## src/rtl/sfm_pkg.sv

```systemverilog
package sfm_pkg;

  typedef enum logic [1:0] {
    SFM_BEFORE  = 2'b00,
    SFM_INCLUDE = 2'b01,
    SFM_ONLY    = 2'b10,
    SFM_RSVD    = 2'b11
  } sfm_mode_e;

  localparam int unsigned SFM_MODE_W = 2;

endpackage

```

## src/rtl/sfm_active_gate.sv

```systemverilog
module sfm_active_gate #(
  parameter int unsigned WIDTH = 8
) (
  input  logic [WIDTH-1:0] src_mask,
  input  logic [WIDTH-1:0] pred_mask,
  input  logic             pred_en,
  output logic [WIDTH-1:0] active_mask,
  output logic [WIDTH-1:0] active_src
);

  // Active when predication is off or the predicate bit is set.
  function automatic logic lane_active(input logic en, input logic pbit);
    return !en || pbit;
  endfunction

  for (genvar i = 0; i < WIDTH; i++) begin : g_lane
    assign active_mask[i] = lane_active(pred_en, pred_mask[i]);
    assign active_src[i]  = src_mask[i] & active_mask[i];
  end

endmodule

```

## src/rtl/sfm_first_scan.sv

```systemverilog
module sfm_first_scan #(
  parameter int unsigned WIDTH = 8
) (
  input  logic [WIDTH-1:0] active_src,
  output logic [WIDTH-1:0] first_hot,
  output logic [WIDTH-1:0] clear_upto,
  output logic [WIDTH-1:0] clear_below,
  output logic             found_any
);

  localparam int unsigned CHAIN = WIDTH + 1;

  // seen[i] is high when some active source bit below position i is set.
  logic [CHAIN-1:0] seen;

  function automatic logic carry_seen(input logic prev, input logic bitv);
    return prev | bitv;
  endfunction

  assign seen[0] = 1'b0;

  for (genvar i = 0; i < WIDTH; i++) begin : g_scan
    assign seen[i+1]      = carry_seen(seen[i], active_src[i]);
    assign first_hot[i]   = active_src[i] & ~seen[i];
    // No set bit strictly below i.
    assign clear_below[i] = ~seen[i];
    // No set bit at or below i.
    assign clear_upto[i]  = ~seen[i+1];
  end

  assign found_any = seen[WIDTH];

endmodule

```

## src/rtl/sfm_shape.sv

```systemverilog
module sfm_shape
  import sfm_pkg::*;
#(
  parameter int unsigned WIDTH = 8
) (
  input  logic [SFM_MODE_W-1:0] mode,
  input  logic [WIDTH-1:0]      active_mask,
  input  logic [WIDTH-1:0]      first_hot,
  input  logic [WIDTH-1:0]      clear_upto,
  input  logic [WIDTH-1:0]      clear_below,
  output logic [WIDTH-1:0]      dst_mask
);

  sfm_mode_e mode_e;
  assign mode_e = sfm_mode_e'(mode);

  always_comb begin
    unique case (mode_e)
      SFM_BEFORE:  dst_mask = active_mask & clear_upto;
      SFM_INCLUDE: dst_mask = active_mask & clear_below;
      SFM_ONLY:    dst_mask = first_hot;
      default:     dst_mask = '0;
    endcase
  end

endmodule

```

## src/rtl/setfirst_mask_unit.sv

```systemverilog
module setfirst_mask_unit
  import sfm_pkg::*;
#(
  parameter int unsigned WIDTH = 8
) (
  input  logic [WIDTH-1:0] src_mask,
  input  logic [WIDTH-1:0] pred_mask,
  input  logic             pred_en,
  input  logic [1:0]       mode,
  output logic [WIDTH-1:0] dst_mask
);

  // Named internal events, observed by the bound checker.
  logic [WIDTH-1:0] active_mask;
  logic [WIDTH-1:0] active_src;
  logic [WIDTH-1:0] first_hot;
  logic [WIDTH-1:0] clear_upto;
  logic [WIDTH-1:0] clear_below;
  logic             found_any;

  sfm_active_gate #(.WIDTH(WIDTH)) u_gate (
    .src_mask    (src_mask),
    .pred_mask   (pred_mask),
    .pred_en     (pred_en),
    .active_mask (active_mask),
    .active_src  (active_src)
  );

  sfm_first_scan #(.WIDTH(WIDTH)) u_scan (
    .active_src  (active_src),
    .first_hot   (first_hot),
    .clear_upto  (clear_upto),
    .clear_below (clear_below),
    .found_any   (found_any)
  );

  sfm_shape #(.WIDTH(WIDTH)) u_shape (
    .mode        (mode),
    .active_mask (active_mask),
    .first_hot   (first_hot),
    .clear_upto  (clear_upto),
    .clear_below (clear_below),
    .dst_mask    (dst_mask)
  );

endmodule

```

## config.mk

```make
export PLATFORM = sky130hd
export DESIGN_NAME = setfirst_mask_unit
export DESIGN_NICKNAME = d
export VERILOG_FILES = /design/src/rtl/sfm_pkg.sv /design/src/rtl/sfm_active_gate.sv /design/src/rtl/sfm_first_scan.sv /design/src/rtl/sfm_shape.sv /design/src/rtl/setfirst_mask_unit.sv
export SDC_FILE = /design/constraint.sdc
export NUM_CORES = 1
export LEC_CHECK = 0
export ABC_AREA = 0
export BUFFER_PORTS_ARGS = -buffer_cell sky130_fd_sc_hd__buf_4
export CORE_AREA = 2 2 39 41
export DETAILED_ROUTE_END_ITERATION = 10
export DIE_AREA = 0 0 41 43
export GPL_TIMING_DRIVEN = 0
export PLACE_DENSITY = 0.6
export SLEW_MARGIN = 20
export SYNTH_ARGS = -nofsm -noshare
export SYNTH_HDL_FRONTEND = slang
export SYNTH_SLANG_ARGS = --single-unit
```

## constraint.sdc

```tcl
create_clock -name vclk -period 0.9
set_input_delay 0.045 -clock vclk [all_inputs]
set_output_delay 0.045 -clock vclk [all_outputs]
set_load 0.01 [all_outputs]
```

* Word-level counts from Yosys, hierarchy flattened
Index checks and enable logic that the tools add are counted.
Widths: inputs -> output; s select.
** Operators by class
- Eq/ne operators :: 2
- Multiplexer cells :: 1
- Bitwise logic cells :: 32
- Reductions and logical operators :: 10
** Operators with widths (number)
- $pmux 8 s3 :: 1
- $and 8x8->8 :: 2
- $and 1x1->1 :: 15
- $logic_or 1x1->1 :: 8
- $not 1->1 :: 8
- $or 1x1->1 :: 7
- $eq 2x1->1 const B :: 1
- $eq 2x2->1 const B :: 1
- $logic_not 2->1 :: 1
- $logic_not 1->1 :: 1
** Word-level totals
- Flip-flop bits (word level) :: 0
- Input bits :: 19
- Word-level logic and storage cells :: 45

* Depth between registers and ports, before layout
Gate-level depths: netlist of run 1.
- Word-level depth :: 13
- Mapped depth :: 4
- Depth with buffers taken out :: 3

* Modules after synthesis
From an unflattened synthesis of run 1, not the netlist that was laid out.
** Second synthesis, totals
- Cell total of the unflattened synthesis :: 81
- Area total of the unflattened synthesis :: 589.3 µm²
** Modules (own cells, without submodules)
- sfm_shape :: instances 1, cells an instance 36, area each 287.8 µm², seq. area each 0.0 µm²
- sfm_first_scan :: instances 1, cells an instance 29, area each 201.4 µm², seq. area each 0.0 µm²
- sfm_active_gate :: instances 1, cells an instance 16, area each 100.1 µm², seq. area each 0.0 µm²

* Worst setup path before layout of run 1
No wires, ideal clock.
- Kind :: input to output
- Start point :: in pred_mask[2]
- End point :: out dst_mask[5]
- Data arrival time :: 0.886 ns
- Data required time :: 0.855 ns
- Slack :: -0.031 ns
- Stages :: 3
- Buffers on the path :: 0
- Cell sequence :: and2b_1 -> o221ai_2 -> nor4_1
** On the way
- Cells in the longest elaborated chain, start to end :: 9
- Elaborated cells between the ends (all ways) :: 12
** Ends and longest elaborated chain
- start: declaration :: line setfirst_mask_unit.sv:7 : input logic [WIDTH-1:0] pred_mask,
- $logic_or 1x1->1 * :: line sfm_active_gate.sv:13 : return !en || pbit;
- $and 1x1->1 * :: line sfm_active_gate.sv:18 : assign active_src[i] = src_mask[i] & active_mask[i];
- $or 1x1->1 * (3 in a row) :: line sfm_first_scan.sv:17 : return prev | bitv;
- $or 1x1->1 :: line sfm_first_scan.sv:17
- $not 1->1 :: line sfm_first_scan.sv:28 : assign clear_upto[i] = ~seen[i+1];
- $and 8x8->8 :: line sfm_shape.sv:19 : SFM_BEFORE: dst_mask = active_mask & clear_upto;
- $pmux 8 s3 * :: line sfm_shape.sv:18 : unique case (mode_e)
- end: declaration :: line setfirst_mask_unit.sv:10 : output logic [WIDTH-1:0] dst_mask
Mark *: on every way between the ends. The rest lies on a longest branch, timed or not.

* Worst setup path in the final report of run 1
- Start point :: in pred_mask[1]
- End point :: out dst_mask[6]
** On the way
- Cells in the longest elaborated chain, start to end :: 11
- Elaborated cells between the ends (all ways) :: 14
** Ends and longest elaborated chain (line)
- $logic_or 1x1->1 * :: sfm_active_gate.sv:13
- $and 1x1->1 * :: sfm_active_gate.sv:18
- $or 1x1->1 * (5 in a row) :: sfm_first_scan.sv:17
- $or 1x1->1 :: sfm_first_scan.sv:17
- $not 1->1 :: sfm_first_scan.sv:28
- $and 8x8->8 :: sfm_shape.sv:19
- $pmux 8 s3 * :: sfm_shape.sv:18
Marked as above.

==> impl_metrics.toml, run 1 <==
[route]
route.detailed.vias_per_inst = 4.52
drt-total-wl_microns = 933
drc = 0
antenna_violating_nets_post_route = 0
initialDrtViolationCount = 3
routed_wire_length_per_instance_microns = 10.5
firstDrtPassIters = 3
detailroute.via_count = 402

[worst_hold_path]
timing.hold.worst_path_depth = 3
timing.hold.worst_endpoint = "dst_mask[4]"
min_path_type = "primary input to output port"
timing.hold.worst.start = "src_mask[3]"

[synth]
synth_area_leader_cell = "xnor2_1"
syn_inst = 45
synth.area.top_cells = "xnor2_1 20%, nand2b_1 14%, o221ai_2 8.6%"
sequential_cell_area_fraction_in_the_yosys_report = 0
post_synth_most_frequent_cells = "8 x nand2b_1, 8 x xnor2_1, 4 x inv_1"
ys_types = 23
mean_instance_size_in_the_synthesized_netlist_sq_um = 7.76
synth.net_count = 64
post-synth-top-area-fraction = 0.201
mapped_area_sq_um = 349
ys_warn_count = 0

[global_routing]
global_route.overflow_total = 0
grt_max_degree = 11
number_of_global_route_vias_before_repair = 370
groute.layer.met1.usage = 0.155
grt_pass1_wl_mm = 1.48
global_route.peak_usage_layer = "met2"
grt_antenna_before_repair = 0
grt_use_met3 = 0
grt_use_met2 = 0.194
grt_usage = 0.111

[status]
failing_checks = "setup timing"
run_status = "finished, violations left"

[layout]
design.final.nets = 94
diodes = 0
synthToLayoutAreaGrowth_pct = 86.7
regArea_sq_um = 0
nFillCells = 150
multiInputGateArea_sq_um = 343
post-route-cell-area_sq_um = 652
design.seq.count = 0
clock_buffers = 0
layout-drive-gt1-share = 0.548

[power_and_ir_drop]
intPower_mw = 0.178
pwr-share-comb = 1.000
switching_share = 0.410
power_switching_mw = 0.123
leakage_nw = 0.278
power_per_cell_area_nw_per_um2 = 462
power.share.sequential = 0
worst_supply_voltage_drop_on_vdd_v = 0.000193
clockPowerShare = 0

[sta]
setup_repair_after_global_routing_missed_its_margin = "yes"
measured_slew_at_the_worst_slew_check_pin_ns = 0.303
worst_slew_margin_rel = 0.798
timing.final.crit_period_ns = 1.04
final-hold-violation-count = 0
max_freq_mhz = 960
timing.setup.tns_ns = -0.537
final_min_period_over_clock_period = 1.16
fin_ws_ns = -0.142
final-max-slew-violation-count = 0
setup_viol = 6

[setup_path]
setup_crit_end_kind = "output port"
critical_path_arrival_ns = 1.00
critPathMaxFanout = 5
required_ns = 0.85
path_class = "primary input to output port"
type_of_element_launching_the_critical_path = "primary input"

[die]
initial_util = 0.252
fp.dieH_microns = 43
core_area_sq_um = 1380
die_width_microns = 41
cell_rows = 14
fp.dieArea_sq_um = 1760
num_io_pins = 27

[run]
drv_cap = 0

[placement]
place.detailed.hpwl_microns = 761
finalWeightedCongestion = 0.688
portBuffers = 26
postPlaceCellArea_sq_um = 571
-- logic make-up (layout without fill, tap and decap cells) --
group,Yosys count,in the layout,share of synthesized area
AOI/OAI and AO/OA,9,9,0.265
xor gates and xnor gates,8,8,0.201
buffers and inverters,6,34,0.0896
and+or+nand+nor,22,22,0.444
-- how the worst max path moves through the flow --
| stage | start | endpoint | slack (ns) | cells after the start |
|---|---|---|---|---|
| 6_report | pred_mask[1] | dst_mask[6] | -0.14 | 5 |
| 5_1_grt | pred_mask[1] | dst_mask[6] | -0.22 | 5 |
| 4_1_cts | pred_mask[1] | dst_mask[6] | -0.16 | 5 |
| 3_5_place_dp | src_mask[1] | dst_mask[6] | -0.20 | 5 |
| 3_3_place_gp | src_mask[1] | dst_mask[6] | -0.22 | 5 |
| 2_1_floorplan | pred_mask[2] | dst_mask[6] | 0.05 | 3 |
-- worst max-delay path, cell delays in order --
cell,delay (ns)
buf_6,0.09
a22oi_2,0.22
o221ai_4,0.18
nor4b_2,0.29
buf_4,0.16
-- layout make-up --
class,count,area share
plain buffers,2,0.0307
multi-input cells,39,0.526
well taps,16,0.0307
repair buffers,28,0.390
inverters,4,0.0230
-- metal layers --
metal,wire length (microns),vias up
met5,0,-
met4,0,0
met3,45,0
met2,478,12
met1,409,176
li1,-,214
-- layout by cell type, fill, tap and decap left out, drive strengths merged --
cell type	n
buf	29
nand2b	8
xnor2	8
inv	4
a22oi	2
o21ai	2
nor4	2
nor2b	2
or2b	2
nor2	2
and2b	2
o221ai	2
a2111oi	1
nor3b	1
nor3	1
a221oi	1
and2	1
a22o	1
nor4b	1
clkbuf	1
-- what timing repair did --
item | CTS | global route
hold buffers | 0 | 0
setup buffers | 1 | 0
endpoints found under the setup margin | 6 | 7
resized for setup | 11 | 0
pin swaps | 6 | 4
gates cloned | 0 | 1
-- power by group through the flow --
stage	Sequential, mW	Clock, mW	Combinational (mW)
floorplan	0	0	0.147
global placement	0	0	0.263
detailed placement	0	0	0.264
CTS	0	0	0.293
global route	0	0	0.326
finish	0	0	0.301
-- stage by stage --
stage / setup slack, ns / instances / power, mW / hold WS (ns) / util
3_5_place_dp: -0.196 / 87 / 0.264 / 0.390 / 0.412
5_1_grt: -0.221 / 89 / 0.326 / 0.411 / 0.471
3_3_place_gp: -0.216 / 87 / 0.263 / 0.393 / 0.412
2_1_floorplan: 0.0517 / 45 / 0.147 / 0.150 / -
4_1_cts: -0.160 / 88 / 0.293 / 0.399 / 0.453
6_report: -0.142 / 89 / 0.301 / 0.394 / 0.471
(Power assumes the default switching activity.)
==> run 2: changes to the inputs <==
--- a/config.mk
+++ b/config.mk
@@ -16,3 +16,4 @@
 export SYNTH_ARGS = -nofsm -noshare
 export SYNTH_HDL_FRONTEND = slang
 export SYNTH_SLANG_ARGS = --single-unit
+export TNS_END_PERCENT = 20
==> impl_metrics.toml, run 2 (synthesis gave the netlist of run 1 again) <==
[power_and_ir_drop]
leakage_nw = 0.256
power_per_cell_area_nw_per_um2 = 462
worst_supply_voltage_drop_on_vdd_v = 0.000191
fin_total_pwr_mw = 0.279

[sta]
final-max-slew-violation-count = 0
worst_slew_margin_rel = 0.799
timing.hold.ws_ns = 0.395
timing.setup.tns_ns = -0.584
final_min_period_over_clock_period = 1.18
max_freq_mhz = 938
setup_viol = 6
final-hold-violation-count = 0
timing.final.crit_period_ns = 1.07
fin_ws_ns = -0.166
measured_slew_at_the_worst_slew_check_pin_ns = 0.301
setup_repair_after_global_routing_missed_its_margin = "yes"

[status]
failing_checks = "setup timing"
run_status = "finished, violations left"

[layout]
post-route-cell-area_sq_um = 604
synthToLayoutAreaGrowth_pct = 73.1
regArea_sq_um = 0
layout-drive-gt1-share = 0.535
mostFrequentLayoutCell = "buf_4"
design.final.nets = 92
clock_buffers = 0
design.seq.count = 0
post-route-util = 0.437
layout_common_cells = "23 x buf_4, 8 x nand2b_1, 8 x xnor2_1"
diodes = 0

[route]
drc = 0
initialDrtViolationCount = 2
detailroute.via_count = 397
route.detailed.vias_per_inst = 4.56
firstDrtPassIters = 3
drt-total-wl_microns = 893
routed_wire_length_per_instance_microns = 10.3
antenna_violating_nets_post_route = 0

[setup_path]
required_ns = 0.85
cp_cell_sequence = "buf_6 -> a22oi_2 -> o221ai_4 -> nor4b_2 -> buf_4"
timing.critical_path.slowest_cell_delay_ns = 0.31
slowest_stage_cell_crit_path = "nor4b_2"
path_class = "primary input to output port"
critical_path_arrival_ns = 1.02
critPathMaxFanout = 5
type_of_element_launching_the_critical_path = "primary input"
setup_crit_end_kind = "output port"

[global_routing]
grt_max_degree = 11
number_of_global_route_vias_before_repair = 360
global_route.overflow_total = 0
grt_usage = 0.108
grt_antenna_before_repair = 0
grt_pass1_wl_mm = 1.44

[die]
core_area_sq_um = 1380
num_io_pins = 27
fp.dieArea_sq_um = 1760
fp.dieH_microns = 43
initial_util = 0.252
cell_rows = 14
die_width_microns = 41

[run]
drv_cap = 0

[worst_hold_path]
min_path_type = "primary input to output port"

[placement]
place.detailed.hpwl_microns = 761
finalWeightedCongestion = 0.688
portBuffers = 26
postPlaceCellArea_sq_um = 571

[clock_tree]
ctsHoldBuffers = 0
run 2: cell count changes in the layout (fill, tap and decap cells not counted), sizes merged:
cell    delta
buf        -1
clkbuf     -1
run 2: layer usage:
layer / GRT usage / routed length (microns) / vias to the layer above
li1: - / - / 211
met5: 0 / 0 / -
met4: 0 / 0 / 0
met3: 0 / 42 / 0
met2: 0.184 / 472 / 12
met1: 0.155 / 378 / 174
run 2: power by group:
| part | switching (mW) | leakage (nW) | internal (mW) |
|---|---|---|---|
| Combinational | 0.120 | 0.256 | 0.159 |
| Clock | 0 | 0 | 0 |
| Sequential | 0 | 0 | 0 |
| Total | 0.120 | 0.256 | 0.159 |
run 2: final cells by class:
cell class | count | area [sq um]
Fill cell | 156 | 779
Buffer | 2 | 16.3
Multi-Input combinational cell | 39 | 343
Tap cell | 16 | 20.0
Timing Repair Buffer | 26 | 210
Inverter | 4 | 15.0
run 2: final timing paths:
path | from | end | depth (start not counted)
hold / removal | src_mask[3] | dst_mask[4] | 3
setup / recovery | pred_mask[1] | dst_mask[6] | 5
run 2: per-stage QoR:
stage / cells / setup slack, ns
after floorplan: 45 / 0.0517
after global placement: 87 / -0.216
after detailed placement: 87 / -0.196
after CTS: 87 / -0.160
after global routing: 87 / -0.221
final: 87 / -0.166
run 2: worst max-delay path, delay by kind of cell:
family                 cells  cell delay, ns
AND/OR/NAND/NOR            1            0.31
AO/OA/AOI/OAI              2            0.40
buffers and inverters      2            0.26
run 2: what timing repair did:
action / 4_1_cts / 5_1_grt
setup buffers: 0 / 0
endpoints found under the hold margin: 0 / 0
setup endpoints to repair: 6 / 7
pin swaps: 6 / 2
resized for setup: 7 / 0
==> run 3: changes to the inputs <==
==> constraint.sdc (replaced) <==
create_clock -name vclk -period 1.34
set_input_delay 0.067 -clock vclk [all_inputs]
set_output_delay 0.067 -clock vclk [all_outputs]
set_load 0.01 [all_outputs]
==> impl_metrics.toml, run 3 (synthesis gave the netlist of run 1 again) <==
[status]
run_status = "finished clean"

[sta]
measured_slew_at_the_worst_slew_check_pin_ns = 0.381
max_freq_mhz = 886
timing.final.crit_period_ns = 1.13
timing.setup.tns_ns = 0
setup_repair_after_global_routing_missed_its_margin = "no"
final-max-slew-violation-count = 0
worst_slew_margin_rel = 0.746
final-hold-violation-count = 0
setup_viol = 0
final_min_period_over_clock_period = 0.843

[global_routing]
grt_usage = 0.0959
grt_antenna_before_repair = 0
grt_max_degree = 11
grt_pass1_wl_mm = 1.28
global_route.overflow_total = 0
number_of_global_route_vias_before_repair = 308

[layout]
post-route-cell-area_sq_um = 564
regArea_sq_um = 0
design.seq.count = 0
nFillCells = 162
synthToLayoutAreaGrowth_pct = 61.6
multiInputGateArea_sq_um = 318
clock_buffers = 0
diodes = 0
layout-drive-gt1-share = 0.493
design.final.nets = 92
mostFrequentLayoutCell = "buf_4"
layout_common_cells = "26 x buf_4, 8 x nand2b_1, 8 x xnor2_1"

[power_and_ir_drop]
worst_supply_voltage_drop_on_vdd_v = 0.000127
power_per_cell_area_nw_per_um2 = 307
leakage_nw = 0.248

[clock_tree]
ctsHoldBuffers = 0
cts_repair_resize_count = 0
cts_setup_buffers = 0

[die]
fp.dieArea_sq_um = 1760
cell_rows = 14
core_area_sq_um = 1380
num_io_pins = 27
fp.dieH_microns = 43
initial_util = 0.252
die_width_microns = 41

[placement]
place.detailed.hpwl_microns = 734
finalWeightedCongestion = 0.704
portBuffers = 26
postPlaceCellArea_sq_um = 564

[route]
route.detailed.vias_per_inst = 4.40
drt-total-wl_microns = 845
antenna_violating_nets_post_route = 0
routed_wire_length_per_instance_microns = 9.71
detailroute.via_count = 383
drc = 0
firstDrtPassIters = 1
initialDrtViolationCount = 0

[setup_path]
critPathLaunch = "src_mask[1]"
required_ns = 1.27
critical_path_arrival_ns = 1.06
type_of_element_launching_the_critical_path = "primary input"
critPathMaxFanout = 5
setup_crit_end_kind = "output port"
path_class = "primary input to output port"

[worst_hold_path]
min_path_type = "primary input to output port"
timing.hold.worst.start = "src_mask[3]"

[run]
drv_cap = 0
==> run 3: report_power, final <==
group,switching [mW],internal [mW]
sequential,0,0
clock,0,0
combinational,0.0743,0.0990
==> run 3: final timing paths <==
kind     endpoint  slack, ns  cells after the start
max   dst_mask[6]       0.21                      5
min   dst_mask[4]       0.43                      3
==> run 3: through the flow <==
stage / power, mW / setup WS (ns) / hold WS [ns] / instances / util
6_report: 0.173 / 0.211 / 0.433 / 87 / 0.408
5_1_grt: 0.189 / 0.0993 / 0.449 / 87 / 0.408
3_3_place_gp: 0.174 / 0.193 / 0.437 / 87 / 0.408
3_5_place_dp: 0.175 / 0.193 / 0.436 / 87 / 0.408
4_1_cts: 0.176 / 0.181 / 0.439 / 87 / 0.408
2_1_floorplan: 0.0969 / 0.365 / 0.194 / 45 / -
==> run 3: layout make-up <==
cell class,count,share of cell area
inverters,4,0.0266
repair buffers,26,0.346
well taps,16,0.0355
plain buffers,2,0.0288
multi-input cells,39,0.563
==> run 3: worst max-delay path, stage by stage <==
cell	delay (ns)
buf_4	0.12
a22oi_2	0.20
o221ai_2	0.20
nor4b_2	0.32
buf_4	0.16
==> run 3: layer usage <==
metal,track usage,part of all wire,wire length [microns]
met5,0,0,0
met3,0,0.064,54
met1,0.149,0.44,376
met4,0,0,0
met2,0.153,0.49,414
